===== config.mk =====
export PLATFORM = sky130hd
export DESIGN_NAME = pwr_clk_gate_ctrl
export DESIGN_NICKNAME = d
export VERILOG_FILES = /design/src/rtl/pcg_pkg.sv /design/src/rtl/pcg_regfile.sv /design/src/rtl/pcg_mode_sel.sv /design/src/rtl/pcg_fault_gen.sv /design/src/rtl/pwr_clk_gate_ctrl.sv
export SDC_FILE = /design/constraint.sdc
export NUM_CORES = 1
export LEC_CHECK = 0
export BUFFER_PORTS_ARGS = -buffer_cell sky130_fd_sc_hd__buf_2
export CORE_MARGIN = 2
export CORE_UTILIZATION = 35
export DETAILED_ROUTE_END_ITERATION = 8
export GPL_ROUTABILITY_DRIVEN = 0
export GPL_TIMING_DRIVEN = 0
export PLACE_DENSITY = 0.66
export SLEW_MARGIN = 20
export SYNTH_ARGS = -nofsm -noshare
export SYNTH_HDL_FRONTEND = slang
export SYNTH_SLANG_ARGS = --single-unit

===== constraint.sdc =====
create_clock -name clk_i -period 1.35 [get_ports clk_i]
set_clock_uncertainty 0.05 [all_clocks]
set_input_delay 0.135 -clock clk_i [delete_from_list [all_inputs] [get_ports clk_i]]
set_output_delay 0.135 -clock clk_i [all_outputs]
set_load 0.05 [all_outputs]

===== src/rtl/pcg_pkg.sv =====
package pcg_pkg;
  localparam int RATE_W   = 4;
  localparam int NUM_SETS = 3;

  typedef enum logic [1:0] {
    PM_RUN   = 2'd0,
    PM_SLEEP = 2'd1,
    PM_DEEP  = 2'd2,
    PM_RSVD  = 2'd3
  } pwr_mode_e;

  typedef struct packed {
    logic [RATE_W-1:0] rate;
    logic              conv_en;
    logic              wdg_en;
  } gate_set_t;
endpackage


===== src/rtl/pcg_regfile.sv =====
module pcg_regfile
  import pcg_pkg::*;
#(
  parameter int          ADDR_W    = 12,
  parameter int          DATA_W    = 32,
  parameter int          MAX_RATE  = 2,
  parameter int          WDG_BIT   = 3,
  parameter int          CONV_BIT  = 16,
  parameter int          RATE_LSB  = 8,
  parameter logic [11:0] RUN_OFF   = 12'h100,
  parameter logic [11:0] SLEEP_OFF = 12'h110,
  parameter logic [11:0] DEEP_OFF  = 12'h120
) (
  input  logic                           clk_i,
  input  logic                           rst_ni,
  input  logic                           req_i,
  input  logic                           we_i,
  input  logic [ADDR_W-1:0]              addr_i,
  input  logic [DATA_W-1:0]              wdata_i,
  output logic [DATA_W-1:0]              rdata_o,
  output gate_set_t [NUM_SETS-1:0]       sets_o
);
  localparam logic [RATE_W-1:0] RATE_CAP = RATE_W'(MAX_RATE);

  function automatic logic [ADDR_W-1:0] set_off(input int s);
    case (s)
      0:       return ADDR_W'(RUN_OFF);
      1:       return ADDR_W'(SLEEP_OFF);
      default: return ADDR_W'(DEEP_OFF);
    endcase
  endfunction

  logic [RATE_W-1:0]   wr_rate, wr_rate_cl;
  logic [NUM_SETS-1:0] hit;
  logic                unused_wdata;

  assign wr_rate      = wdata_i[RATE_LSB +: RATE_W];
  assign wr_rate_cl   = (wr_rate > RATE_CAP) ? RATE_CAP : wr_rate;
  assign unused_wdata = ^wdata_i;

  for (genvar s = 0; s < NUM_SETS; s++) begin : g_set
    assign hit[s] = (addr_i == set_off(s));

    always_ff @(posedge clk_i or negedge rst_ni) begin
      if (!rst_ni) begin
        sets_o[s] <= '0;
      end else if (req_i && we_i && hit[s]) begin
        sets_o[s].wdg_en  <= wdata_i[WDG_BIT];
        sets_o[s].conv_en <= wdata_i[CONV_BIT];
        sets_o[s].rate    <= wr_rate_cl;
      end
    end
  end

  always_comb begin
    rdata_o = '0;
    for (int s = 0; s < NUM_SETS; s++) begin
      if (hit[s]) begin
        rdata_o[WDG_BIT]             = sets_o[s].wdg_en;
        rdata_o[CONV_BIT]            = sets_o[s].conv_en;
        rdata_o[RATE_LSB +: RATE_W]  = sets_o[s].rate;
      end
    end
  end

  AST_UNMAPPED_WR: assert property (@(posedge clk_i) disable iff (!rst_ni)
    (req_i && we_i && hit == '0) |=> $stable(sets_o)) else $error("unmapped write changed state");

  AST_STORED_CAP: assert property (@(posedge clk_i) disable iff (!rst_ni)
    (req_i && we_i && hit[0]) |=> (sets_o[0].rate <= RATE_CAP)) else $error("rate not clamped");
endmodule


===== src/rtl/pcg_mode_sel.sv =====
module pcg_mode_sel
  import pcg_pkg::*;
#(
  parameter int MAX_RATE  = 2,
  parameter int NUM_UNITS = 2
) (
  input  logic                      clk_i,
  input  logic                      rst_ni,
  input  gate_set_t [NUM_SETS-1:0]  sets_i,
  input  logic                      auto_i,
  input  logic [1:0]                mode_i,
  output logic [NUM_UNITS-1:0]      en_o,
  output logic [RATE_W-1:0]         rate_o
);
  localparam logic [RATE_W-1:0] RATE_CAP = RATE_W'(MAX_RATE);

  pwr_mode_e mode;
  gate_set_t pick;

  assign mode = pwr_mode_e'(mode_i);

  always_comb begin
    pick = sets_i[0];
    if (auto_i) begin
      case (mode)
        PM_SLEEP: pick = sets_i[1];
        PM_DEEP:  pick = sets_i[2];
        default:  pick = sets_i[0];
      endcase
    end
  end

  always_ff @(posedge clk_i or negedge rst_ni) begin
    if (!rst_ni) begin
      en_o   <= '0;
      rate_o <= '0;
    end else begin
      en_o   <= {pick.conv_en, pick.wdg_en};
      rate_o <= pick.rate;
    end
  end

  AST_MANUAL_RUN: assert property (@(posedge clk_i) disable iff (!rst_ni)
    !auto_i |=> (en_o == {$past(sets_i[0].conv_en), $past(sets_i[0].wdg_en)})) else $error("manual mode not on run set");

  AST_SLEEP_RATE: assert property (@(posedge clk_i) disable iff (!rst_ni)
    (auto_i && mode_i == 2'd1) |=> (rate_o == $past(sets_i[1].rate))) else $error("sleep set not chosen");

  AST_RATE_LIMIT: assert property (@(posedge clk_i) disable iff (!rst_ni)
    rate_o <= RATE_CAP) else $error("rate above maximum");
endmodule


===== src/rtl/pcg_fault_gen.sv =====
module pcg_fault_gen #(
  parameter int NUM_UNITS = 2,
  parameter int UNIT_W    = 2
) (
  input  logic                 clk_i,
  input  logic                 rst_ni,
  input  logic                 valid_i,
  input  logic [UNIT_W-1:0]    unit_i,
  input  logic [NUM_UNITS-1:0] en_i,
  output logic                 fault_o
);
  localparam logic [UNIT_W-1:0] UNIT_LIM = UNIT_W'(NUM_UNITS);

  logic gated;

  always_comb begin
    gated = 1'b0;
    for (int u = 0; u < NUM_UNITS; u++) begin
      if (unit_i == UNIT_W'(u) && !en_i[u]) gated = 1'b1;
    end
  end

  always_ff @(posedge clk_i or negedge rst_ni) begin
    if (!rst_ni) fault_o <= 1'b0;
    else         fault_o <= valid_i && gated;
  end

  AST_FAULT_CAUSE: assert property (@(posedge clk_i) disable iff (!rst_ni)
    fault_o |-> ($past(valid_i) && $past(unit_i) < UNIT_LIM)) else $error("fault without cause");

  AST_NO_FAULT_RANGE: assert property (@(posedge clk_i) disable iff (!rst_ni)
    (!valid_i || unit_i >= UNIT_LIM) |=> !fault_o) else $error("spurious fault");

  AST_NO_FAULT_ON: assert property (@(posedge clk_i) disable iff (!rst_ni)
    (unit_i < UNIT_LIM && en_i == '1) |=> !fault_o) else $error("fault on clocked unit");
endmodule


===== src/rtl/pwr_clk_gate_ctrl.sv =====
module pwr_clk_gate_ctrl
  import pcg_pkg::*;
#(
  parameter int          ADDR_W    = 12,
  parameter int          DATA_W    = 32,
  parameter int          UNIT_W    = 2,
  parameter int          MAX_RATE  = 2,
  parameter int          WDG_BIT   = 3,
  parameter int          CONV_BIT  = 16,
  parameter int          RATE_LSB  = 8,
  parameter logic [11:0] RUN_OFF   = 12'h100,
  parameter logic [11:0] SLEEP_OFF = 12'h110,
  parameter logic [11:0] DEEP_OFF  = 12'h120
) (
  input  logic              clk_i,
  input  logic              rst_ni,
  input  logic              reg_req_i,
  input  logic              reg_we_i,
  input  logic [ADDR_W-1:0] reg_addr_i,
  input  logic [DATA_W-1:0] reg_wdata_i,
  output logic [DATA_W-1:0] reg_rdata_o,
  input  logic              auto_gate_i,
  input  logic [1:0]        pwr_mode_i,
  input  logic              acc_valid_i,
  input  logic [UNIT_W-1:0] acc_unit_i,
  output logic              acc_fault_o,
  output logic [1:0]        clk_en_o,
  output logic [RATE_W-1:0] rate_o
);
  localparam int NUM_UNITS = 2;

  gate_set_t [NUM_SETS-1:0] sets;

  pcg_regfile #(
    .ADDR_W(ADDR_W), .DATA_W(DATA_W), .MAX_RATE(MAX_RATE),
    .WDG_BIT(WDG_BIT), .CONV_BIT(CONV_BIT), .RATE_LSB(RATE_LSB),
    .RUN_OFF(RUN_OFF), .SLEEP_OFF(SLEEP_OFF), .DEEP_OFF(DEEP_OFF)
  ) u_regs (
    .clk_i(clk_i), .rst_ni(rst_ni),
    .req_i(reg_req_i), .we_i(reg_we_i), .addr_i(reg_addr_i),
    .wdata_i(reg_wdata_i), .rdata_o(reg_rdata_o), .sets_o(sets)
  );

  pcg_mode_sel #(.MAX_RATE(MAX_RATE), .NUM_UNITS(NUM_UNITS)) u_sel (
    .clk_i(clk_i), .rst_ni(rst_ni), .sets_i(sets),
    .auto_i(auto_gate_i), .mode_i(pwr_mode_i),
    .en_o(clk_en_o), .rate_o(rate_o)
  );

  pcg_fault_gen #(.NUM_UNITS(NUM_UNITS), .UNIT_W(UNIT_W)) u_fault (
    .clk_i(clk_i), .rst_ni(rst_ni),
    .valid_i(acc_valid_i), .unit_i(acc_unit_i),
    .en_i(clk_en_o), .fault_o(acc_fault_o)
  );

  AST_FAULT_PULSE_GATED: assert property (@(posedge clk_i) disable iff (!rst_ni)
    (acc_valid_i && acc_unit_i == '0 && !clk_en_o[0]) |=> acc_fault_o) else $error("missed fault");
endmodule


After elaboration in Yosys (flattened, before gate mapping)
Cells that the tools add are included.
- input bits: 54
- word-level logic and storage cells: 43
- output and inout bits: 39
- register bits: 25
- mux-type cells: 14
- order comparisons: 1
- reduce and logical (&&, ||, !) cells: 10
- equal/unequal tests: 6
- operators with widths (kind ; number):
    $eq A12 B9 Y1 const B ; 3
    $mux W4 ; 4
    $pmux W6 S2 ; 1
    $mux W1 ; 8
    $logic_and A1 B1 Y1 ; 7
    $mux W6 ; 1
    $eq A2 B1 Y1 const B ; 2
    $gt A4 B2 Y1 const B ; 1
    $eq A2 B2 Y1 const B ; 1
    $logic_not A1 Y1 ; 2
    $logic_not A2 Y1 ; 1

Depth between registers and ports, before layout
Gate-level depths: netlist of run 1.
- depth in word-level cells: 5
- gate-level depth with buffers: 6

By module
Synthesis of run 1 repeated with hierarchy kept, for this count alone.
- cells, all modules: 130
- area, all modules: 1531.5 um2
- modules (own cells, without submodules) (module ; sequential area each (um2) ; area an instance (um2) ; cells an instance ; instances):
    pcg_regfile ; 450.4 ; 1128.6 ; 103 ; 1
    pcg_mode_sel ; 150.1 ; 350.3 ; 24 ; 1
    pcg_fault_gen ; 25.0 ; 52.6 ; 3 ; 1

Least setup slack after synthesis of run 1
Ideal clock, no wire load.
- path kind: input to output
- from: input port reg_addr_i[4]
- to: output port reg_rdata_o[10]
- slack: -0.311 ns
- stages on the path: 4
- data arrival time: 1.476 ns
- cells stage by stage: buf_6 > nor4b_4 > a22oi_1 > nor2_1
- longest elaborated chain between the ends: 4
- elaborated cells on any way between the ends: 6
- those cells by class: eq/ne: 3; mux: 3
- RTL lines (element ; RTL line ; source):
    from (decl) ; pwr_clk_gate_ctrl.sv:19 ; input logic [ADDR_W-1:0] reg_addr_i,
    $eq A12 B9 Y1 ; pcg_regfile.sv:42 ; assign hit[s] = (addr_i == set_off(s));
    $mux W4 (2 in series) ; pcg_regfile.sv:58 ; if (hit[s]) begin
    $mux W4 * ; pcg_regfile.sv:58 ;
    to (decl) ; pwr_clk_gate_ctrl.sv:21 ; output logic [DATA_W-1:0] reg_rdata_o,
Mark *: on every way between the ends. The rest lies on a longest branch, timed or not.

Worst setup path in the final report of run 1
- from: register u_regs.sets_o[0] (netlist bit)
- to: output port reg_rdata_o[3]
- longest elaborated chain between the ends: 3
- RTL lines (element ; RTL line ; source):
    from (decl) ; pcg_regfile.sv:21 ; output gate_set_t [NUM_SETS-1:0] sets_o
    $mux W1 (3 in series) ; pcg_regfile.sv:58 ;
No other way between the ends.

==> flow_metrics.py, run 1 <==
metrics = {
    "synthesis": {
        "synth_top_area_cell": "dfrtp_1",
        "async_flop_share_pct": 100,
        "syn_area_per_cell_um2": 11.3,
        "ys_top_cells_by_area": "dfrtp_1, mux2_2, buf_4, a22oi_1, nor4b_4",
        "ys_ff_latch": 25,
        "synth.distinct_cells": 24,
        "synth-main-ff-cell": "dfrtp_1",
        "synthTopCellsByCount": "buf_4, dfrtp_1, mux2_2, a22oi_1",
        "synth_edf_count": 0,
        "yosysMostFrequentCell": "buf_4",
        "syn_area_um2": 1460,
        "seq_area_frac_synth_pct": 42.7,
        "yosysWarnings": 0,
        "synth_top_area_share_pct": 42.7,
        "netlist_instances": 129,
    },
    "critical_path": {
        "end_kind": "output pin",
        "cp_max_fo": 2,
        "cp.arrival_ps": 1330,
        "r2r_end": "u_sel.rate_o[0]$_DFF_PN0_",
        "reg2reg_depth": 3,
        "critPathLaunchType": "flop",
        "worst-setup-path-type": "flop to output pin",
        "cp.required_ps": 1160,
        "r2r-start": "u_regs.sets_o[8]$_DFFE_PN0P_",
        "cp-startpoint": "u_regs.sets_o[0]$_DFFE_PN0P_",
        "worstSetupEndpoint": "reg_rdata_o[3]",
        "r2r_setup_slack_ps": 350,
    },
    "timing": {
        "finalSetupViolations": 6,
        "tightest_slew_ps": 608,
        "period_share_pct": 112,
        "fin_setup_tns_ps": -919,
        "fin_worst_hold_slack_ps": 67.5,
        "rsz0062_at_grt": "true",
        "fin_crit_ps": 1510,
        "slew_viol_final": 0,
        "final.setup.worst_slack_ps": -162,
        "fmax_ghz": 0.661,
        "relSlewSlack_pct": 59.2,
        "finalHoldViolCount": 0,
    },
    "finish": {
        "stdcell_area_um2": 2150,
        "fillers": 376,
        "nNetsFinal": 271,
        "layout-drive-gt1-share_pct": 58.4,
        "area_growth_pct": 46.8,
        "antenna_cells": 0,
        "final_util_pct": 53.7,
    },
    "clocking": {
        "cts_tree": "yes",
        "cts_max_level": 1,
        "clock_latency_ps": 270,
        "cts_root_buffer": "clkbuf_8",
        "cts_buffer_depth": 2,
        "clkSinkCount": 25,
        "path_clk_slew_ps": 80,
        "cts_buffers": 3,
    },
    "global_routing": {
        "grt_max_degree": 26,
        "overflow": 0,
        "antenna_found_initial": 0,
        "grt_pass1_wl_um": 5210,
        "grt_use_total_pct": 15.1,
        "grt_pass1_vias": 1119,
    },
    "place": {
        "preCtsSetupSlack_ps": -343,
        "portBuffers": 39,
        "placed_area_um2": 1860,
        "dp_hpwl_um": 2330,
    },
    "detailed_routing": {
        "vias": 1167,
        "routed_wirelength_um": 3480,
        "first_pass_iters": 4,
        "drt_iter0_drc": 70,
        "wl_per_cell_um": 13.2,
        "via_per_inst": 4.42,
        "ant_nets": 0,
        "drc": 0,
    },
    "floorplanning": {
        "start_util_pct": 36.6,
        "io_pins": 93,
        "num_rows": 23,
        "fp.dieArea_um2": 4720,
        "core_area_um2": 4000,
        "fp.dieH_um": 68.7,
        "die_w_um": 68.7,
    },
    "status": {
        "failed_checks": "setup timing",
        "outcome": "complete, but fails checks",
    },
    "power_and_ir_drop": {
        "p_per_area_nw_per_um2": 729,
        "p_leak_nw": 1.15,
        "worst_ir_drop_vdd_mv": 0.453,
    },
    "min_path": {
        "hp-class": "input port to flop",
    },
    "job": {
        "drv_cap": 0,
    },
}
==> how the worst min path moves through the flow <==
stage	start	to	slack [ps]	cells after the start
after CTS	reg_wdata_i[16]	u_regs.sets_o[13]$_DFFE_PN0P_	70	2
after global placement	rst_ni	u_regs.sets_o[11]$_DFFE_PN0P_	110	1
after detailed placement	rst_ni	u_sel.rate_o[3]$_DFF_PN0_	110	1
after global routing	acc_valid_i	u_fault.fault_o$_DFF_PN0_	70	2
after floorplan	rst_ni	u_fault.fault_o$_DFF_PN0_	-210	0
final	reg_wdata_i[16]	u_regs.sets_o[13]$_DFFE_PN0P_	70	2
==> area by class of cell <==
class / instances / area [um^2] / area share (%)
multi-input combinational: 98 / 821 / 38.2
sequential: 25 / 626 / 29.1
timing repair buffer: 56 / 373 / 17.4
buffer: 28 / 210 / 9.78
tap: 50 / 62.6 / 2.91
clock buffer: 4 / 45.0 / 2.10
inverter: 3 / 11.3 / 0.524
==> where the power goes <==
part / total [mW] / internal, mW / switching (mW)
Clock: 0.445 / 0.211 / 0.234
Combinational: 0.369 / 0.113 / 0.256
Sequential: 0.751 / 0.751 / 0.000890
==> flip-flops by register name, summed over array words and instances (netlist names) <==
signal / cells
u_fault.fault_o: 1
u_sel.en_o: 2
u_sel.rate_o: 4
u_regs.sets_o: 18
==> cells in the final DEF, fill, tap and decap left out, types with 2 or more instances in the layout <==
master         netlist  routed
nand2_1              7       6
buf_6                1       5
clkbuf_8             0       3
and2_1               5       5
buf_8                0       2
conb_1               1      26
buf_4               26      41
nand4_2              2       2
clkbuf_1             1       2
mux2_4               0       6
buf_2                0      33
a22oi_1             12       6
mux2_2              19      13
and2_2               2       2
nor2_4               0       6
ha_1                 2       2
dfrtp_1             25      25
dlygate4sd3_1        0       2
o21ai_0              6       6
inv_1                3       3
a22oi_2              0       6
nor4b_4              2       2
==> cell families after synthesis <==
logic type	count (synthesis)	synth area share, %
mux	19	14.6
buf+inv	31	15.1
other cells	1	0.256
flops	25	42.7
simple gates	33	17.4
fa+ha+maj	2	1.71
compound gates	18	8.21
==> critical path: stages, from the launching register on <==
cell	delay (ps)
dfrtp_1	400
mux2_4	280
a22oi_2	170
nor2_4	60
buf_6	150
==> metal layers <==
layer | up-vias | part of all wire (%) | track usage [%]
met5 | - | 0 | 0
met4 | 0 | 0.49 | 3.75
met3 | 3 | 5.2 | 3.08
met2 | 33 | 54 | 26.2
met1 | 556 | 41 | 19.0
li1 | 575 | - | -
==> through the flow <==
stage / cells / power, mW
6_report: 264 / 1.57
4_1_cts: 262 / 1.57
3_5_place_dp: 243 / 1.12
3_3_place_gp: 243 / 1.11
2_1_floorplan: 154 / 1.04
5_1_grt: 264 / 1.63
==> what timing repair did <==
item / CTS / global route
pin swaps: 13 / 2
hold endpoints to repair: 26 / 0
gates resized for setup: 28 / 0
buffers inserted: 13 / 2
hold buffers: 2 / 0
endpoints found under the setup margin: 6 / 12
Power figures use the tool's default switching activity.
==> run 2: changes to the inputs <==
--- a/config.mk
+++ b/config.mk
@@ -8,4 +8,5 @@
 export BUFFER_PORTS_ARGS = -buffer_cell sky130_fd_sc_hd__buf_2
+export CORE_ASPECT_RATIO = 1.1
 export CORE_MARGIN = 2
-export CORE_UTILIZATION = 35
+export CORE_UTILIZATION = 42
 export DETAILED_ROUTE_END_ITERATION = 8
@@ -13,3 +14,3 @@
 export GPL_TIMING_DRIVEN = 0
-export PLACE_DENSITY = 0.66
+export PLACE_DENSITY = 0.77
 export SLEW_MARGIN = 20
==> constraint.sdc (replaced) <==
create_clock -name clk_i -period 1.35 [get_ports clk_i]
set_clock_uncertainty 0.05 [all_clocks]
set_input_delay 0.0675 -clock clk_i [delete_from_list [all_inputs] [get_ports clk_i]]
set_output_delay 0.0675 -clock clk_i [all_outputs]
set_load 0.05 [all_outputs]
==> flow_metrics.py, run 2 (synthesis gave the netlist of run 1 again) <==
metrics = {
    "detailed_routing": {
        "drc": 0,
        "ant_nets": 0,
        "drt_iter0_drc": 37,
        "vias": 1234,
        "wl_per_cell_um": 12.6,
        "first_pass_iters": 4,
        "routed_wirelength_um": 3450,
        "via_per_inst": 4.52,
    },
    "global_routing": {
        "grt_pass1_wl_um": 5280,
        "grt_use_total_pct": 17.9,
        "grt_max_degree": 26,
        "overflow": 0,
        "antenna_found_initial": 0,
        "grt_pass1_vias": 1141,
    },
    "critical_path": {
        "cp-startpoint": "u_regs.sets_o[7]$_DFFE_PN0P_",
        "end_kind": "output pin",
        "r2r_end": "u_sel.rate_o[3]$_DFF_PN0_",
        "cp.required_ps": 1230,
        "cp.arrival_ps": 1370,
        "worstSetupEndpoint": "reg_rdata_o[16]",
        "worst-setup-path-type": "flop to output pin",
        "reg2reg_depth": 4,
        "cp_max_fo": 2,
        "critPathLaunchType": "flop",
        "r2r-start": "u_regs.sets_o[11]$_DFFE_PN0P_",
        "r2r_setup_slack_ps": 250,
    },
    "place": {
        "dp_hpwl_um": 2160,
        "portBuffers": 39,
    },
    "floorplanning": {
        "die_w_um": 60.3,
        "start_util_pct": 44.0,
        "fp.dieH_um": 65.9,
        "io_pins": 93,
        "num_rows": 22,
        "core_area_um2": 3330,
        "fp.dieArea_um2": 3970,
    },
    "clocking": {
        "cts_buffers": 3,
        "clock_latency_ps": 330,
        "cts_max_level": 1,
        "path_clk_slew_ps": 140,
        "clkSinkCount": 25,
        "cts_root_buffer": "clkbuf_4",
        "cts_buffer_depth": 2,
        "cts_tree": "yes",
    },
    "finish": {
        "area_growth_pct": 48.5,
        "layout.cells.most_common": "buf_4",
        "largest_reg_flops": 18,
        "nNetsFinal": 282,
        "fillers": 250,
        "layout-drive-gt1-share_pct": 57.8,
        "final_util_pct": 65.3,
        "antenna_cells": 0,
        "layout_common_cells": "buf_4, buf_2, conb_1, dfrtp_1, mux2_2",
        "top_register": "u_regs.sets_o",
        "reg_top3": "u_regs.sets_o x18, u_sel.rate_o x4, u_sel.en_o x2",
    },
    "timing": {
        "finalSetupViolations": 6,
        "period_share_pct": 110,
        "rsz0062_at_grt": "true",
        "final.setup.worst_slack_ps": -138,
        "fmax_ghz": 0.672,
        "fin_crit_ps": 1490,
        "relSlewSlack_pct": 56.3,
        "finalHoldViolCount": 0,
        "slew_viol_final": 0,
        "tightest_slew_ps": 652,
        "fin_worst_hold_slack_ps": 90.7,
    },
    "power_and_ir_drop": {
        "p_sw_share_pct": 33.7,
        "p_leak_nw": 1.17,
        "p_per_area_nw_per_um2": 683,
        "p_clk_share_pct": 24.1,
        "comb_power_share_pct": 25.3,
        "worst_ir_drop_vdd_mv": 0.304,
        "p_seq_share_pct": 50.7,
        "switchingPower_uw": 500,
        "power.internal_uw": 985,
    },
    "status": {
        "failed_checks": "setup timing",
        "outcome": "complete, but fails checks",
    },
    "min_path": {
        "hp-class": "input port to flop",
    },
    "job": {
        "drv_cap": 0,
    },
}
-- run 2: power by group through the flow --
stage          clock, mW  combinational, mW  sequential, mW
4_1_cts            0.356              0.369           0.752
3_5_place_dp           0              0.345           0.767
5_1_grt            0.397              0.396           0.753
6_report           0.358              0.375           0.752
3_3_place_gp           0              0.344           0.766
2_1_floorplan          0              0.263           0.773
-- run 2: cell type report --
| cell class | instances | area, um^2 | area share, % |
|---|---|---|---|
| clock inverters | 1 | 7.51 | 0.345 |
| well taps | 48 | 60.1 | 2.76 |
| repair buffers | 67 | 460 | 21.2 |
| multi-input cells | 98 | 777 | 35.7 |
| inverters | 3 | 11.3 | 0.518 |
| clock buffers | 3 | 22.5 | 1.04 |
| plain buffers | 28 | 210 | 9.67 |
| flip-flops and latches | 25 | 626 | 28.8 |
-- run 2: per-stage QoR --
| stage | setup TNS (ps) | instances | area [um^2] | total power, mW | setup WS (ps) |
|---|---|---|---|---|---|
| 4_1_cts | -722 | 266 | 2120 | 1.48 | -131 |
| 2_1_floorplan | -648 | 154 | 1560 | 1.04 | -162 |
| 3_5_place_dp | -2630 | 241 | 1820 | 1.11 | -192 |
| 6_report | -741 | 273 | 2170 | 1.49 | -138 |
| 3_3_place_gp | -2280 | 241 | 1820 | 1.11 | -186 |
| 5_1_grt | -1060 | 273 | 2170 | 1.55 | -195 |
-- run 2: worst min-delay path by stage --
stage	cells past startpoint	endpoint	startpoint	slack (ps)
finish	3	u_regs.sets_o[3]$_DFFE_PN0P_	reg_wdata_i[10]	90
global route	3	u_regs.sets_o[9]$_DFFE_PN0P_	reg_wdata_i[9]	110
CTS	3	u_regs.sets_o[15]$_DFFE_PN0P_	reg_wdata_i[10]	90
detailed placement	1	u_sel.rate_o[3]$_DFF_PN0_	rst_ni	30
global placement	1	u_sel.rate_o[3]$_DFF_PN0_	rst_ni	30
floorplan	0	u_fault.fault_o$_DFF_PN0_	rst_ni	-280
-- run 2: worst max-delay path, cell delays in order, from the launching register on --
cell	delay [ps]
dfrtp_1	420
mux2_4	270
a22oi_2	130
nor2_2	70
buf_6	150
-- run 2: what timing repair did --
action,CTS,global route
hold buffers,7,0
pin swaps,12,2
setup endpoints to repair,6,6
gates resized for setup,26,1
hold endpoints to repair,33,0
buffers inserted,14,7
-- run 2: layer usage --
layer,vias up,GRT usage (%),part of all wire [%]
li1,594,-,-
met4,0,11.1,2.6
met2,50,30.0,52
met5,-,0,0
met1,581,21.7,40
met3,9,1.37,4.6
==> run 3: changes to the inputs <==
CORE_MARGIN = not set   (was 2)
PLACE_DENSITY = 0.76   (was 0.77)
==> flow_metrics.py, run 3 (synthesis gave the netlist of run 1 again) <==
metrics = {
    "detailed_routing": {
        "first_pass_iters": 4,
        "drc": 0,
        "drt_iter0_drc": 58,
        "routed_wirelength_um": 3090,
        "vias": 1222,
        "ant_nets": 0,
        "wl_per_cell_um": 11.7,
        "via_per_inst": 4.63,
    },
    "timing": {
        "period_share_pct": 108,
        "fin_crit_ps": 1460,
        "relSlewSlack_pct": 53.9,
        "finalHoldViolCount": 0,
        "fmax_ghz": 0.686,
        "final.setup.worst_slack_ps": -107,
        "slew_viol_final": 0,
        "finalSetupViolations": 6,
        "rsz0062_at_grt": "true",
        "tightest_slew_ps": 688,
    },
    "power_and_ir_drop": {
        "worst_ir_drop_vdd_mv": 0.286,
        "p_leak_nw": 1.12,
        "p_per_area_nw_per_um2": 684,
        "total_power_mw": 1.44,
    },
    "floorplanning": {
        "num_rows": 22,
        "io_pins": 93,
        "core_area_um2": 3330,
        "die_w_um": 58.3,
        "start_util_pct": 44.0,
        "fp.dieH_um": 63.9,
        "fp.dieArea_um2": 3730,
    },
    "global_routing": {
        "use_met1_pct": 21.0,
        "grt_pass1_wl_um": 4840,
        "grt_use_met3_pct": 1.62,
        "antenna_found_initial": 0,
        "grt-busiest-layer": "met2",
        "grt_max_degree": 26,
        "met2_usage_pct": 29.3,
        "grt_pass1_vias": 1086,
        "overflow": 0,
        "grt_use_total_pct": 17.2,
    },
    "finish": {
        "top_register": "u_regs.sets_o",
        "reg_top3": "u_regs.sets_o x18, u_sel.rate_o x4, u_sel.en_o x2",
        "layout.cells.most_common": "buf_4",
        "area_growth_pct": 43.4,
        "layout-drive-gt1-share_pct": 56.5,
        "regArea_um2": 626,
        "fillers": 254,
        "largest_reg_flops": 18,
        "layout_common_cells": "buf_4, buf_2, conb_1, dfrtp_1, mux2_2",
        "nNetsFinal": 273,
        "antenna_cells": 0,
        "multi_input_area_um2": 776,
    },
    "clocking": {
        "cts_max_level": 1,
        "cts_root_buffer": "clkbuf_4",
        "cts_buffer_depth": 2,
        "path_clk_slew_ps": 130,
        "clock_latency_ps": 300,
        "clkSinkCount": 25,
        "cts_buffers": 3,
        "cts_tree": "yes",
    },
    "critical_path": {
        "end_kind": "output pin",
        "cp.required_ps": 1230,
        "critPathLaunchType": "flop",
        "cp_max_fo": 3,
        "cp.arrival_ps": 1340,
        "worst-setup-path-type": "flop to output pin",
    },
    "place": {
        "preCtsSetupSlack_ps": -233,
        "dp_hpwl_um": 2020,
        "portBuffers": 39,
    },
    "status": {
        "outcome": "complete, but fails checks",
        "failed_checks": "setup timing",
    },
    "job": {
        "drv_cap": 0,
    },
    "min_path": {
        "hp-class": "input port to flop",
    },
}
==> run 3: cell types whose count changed in the layout (fill, tap and decap cells not counted), sizes merged <==
cell	before	now
dlygate4sd3	7	6
clkinvlp	1	0
buf	87	79
clkbuf	4	5
==> run 3: timing repair <==
action / 4_1_cts / 5_1_grt
pin swaps: 9 / 1
endpoints found under the hold margin: 32 / 0
gates resized for setup: 24 / 3
hold buffers: 6 / 0
endpoints found under the setup margin: 6 / 6
setup buffers: 12 / 1
==> run 3: critical path, stage by stage, from the launching register on <==
cell and delay (ps):
dfrtp_1 410, mux2_4 280, a22oi_2 130, nor2_2 70, buf_6 150
==> run 3: power by group <==
| part | leakage, nW | switching (mW) | internal, mW |
|---|---|---|---|
| clock | 0.0150 | 0.197 | 0.115 |
| sequential | 0.348 | 0.000935 | 0.751 |
| combinational | 0.759 | 0.253 | 0.118 |
==> run 3: cell type report <==
cell class | instances | area share (%)
multi-input combinational | 98 | 36.9
inverter | 3 | 0.536
timing repair buffer | 58 | 18.6
tap | 48 | 2.86
buffer | 28 | 10.0
sequential | 25 | 29.8
clock buffer | 4 | 1.25
==> run 3: stage by stage <==
step | hold WS (ps) | TNS, ps | std cells | util (%) | area, um^2
after detailed placement | 23.4 | -2610 | 241 | 54.6 | 1820
after global routing | 31.0 | -919 | 264 | 63.0 | 2100
after floorplan | -278 | -648 | 154 | - | 1560
after global placement | 23.8 | -2410 | 241 | 54.6 | 1820
after CTS | 19.1 | -626 | 263 | 62.5 | 2080
final | 35.7 | -559 | 264 | 63.0 | 2100
==> run 3: final timing paths <==
path / slack [ps] / endpoint / cells past startpoint / from
worst max-delay path: -110 / reg_rdata_o[16] / 4 / u_regs.sets_o[1]$_DFFE_PN0P_
worst min-delay path: 40 / u_sel.rate_o[3]$_DFF_PN0_ / 3 / auto_gate_i
worst max register to register: 260 / u_sel.en_o[0]$_DFF_PN0_ / 4 / u_regs.sets_o[6]$_DFFE_PN0P_
worst min register to register: 490 / u_sel.en_o[1]$_DFF_PN0_ / 2 / u_regs.sets_o[1]$_DFFE_PN0P_
max in group asynchronous: 660 / u_regs.sets_o[9]$_DFFE_PN0P_ / 2 / rst_ni
min in group asynchronous: 230 / u_sel.en_o[0]$_DFF_PN0_ / 2 / rst_ni
==> run 3: metal layers <==
layer / up-vias / share of wire (%)
li1: 575 / -
met1: 577 / 40
met2: 60 / 51
met3: 10 / 5.3
met4: 0 / 3.0
met5: - / 0
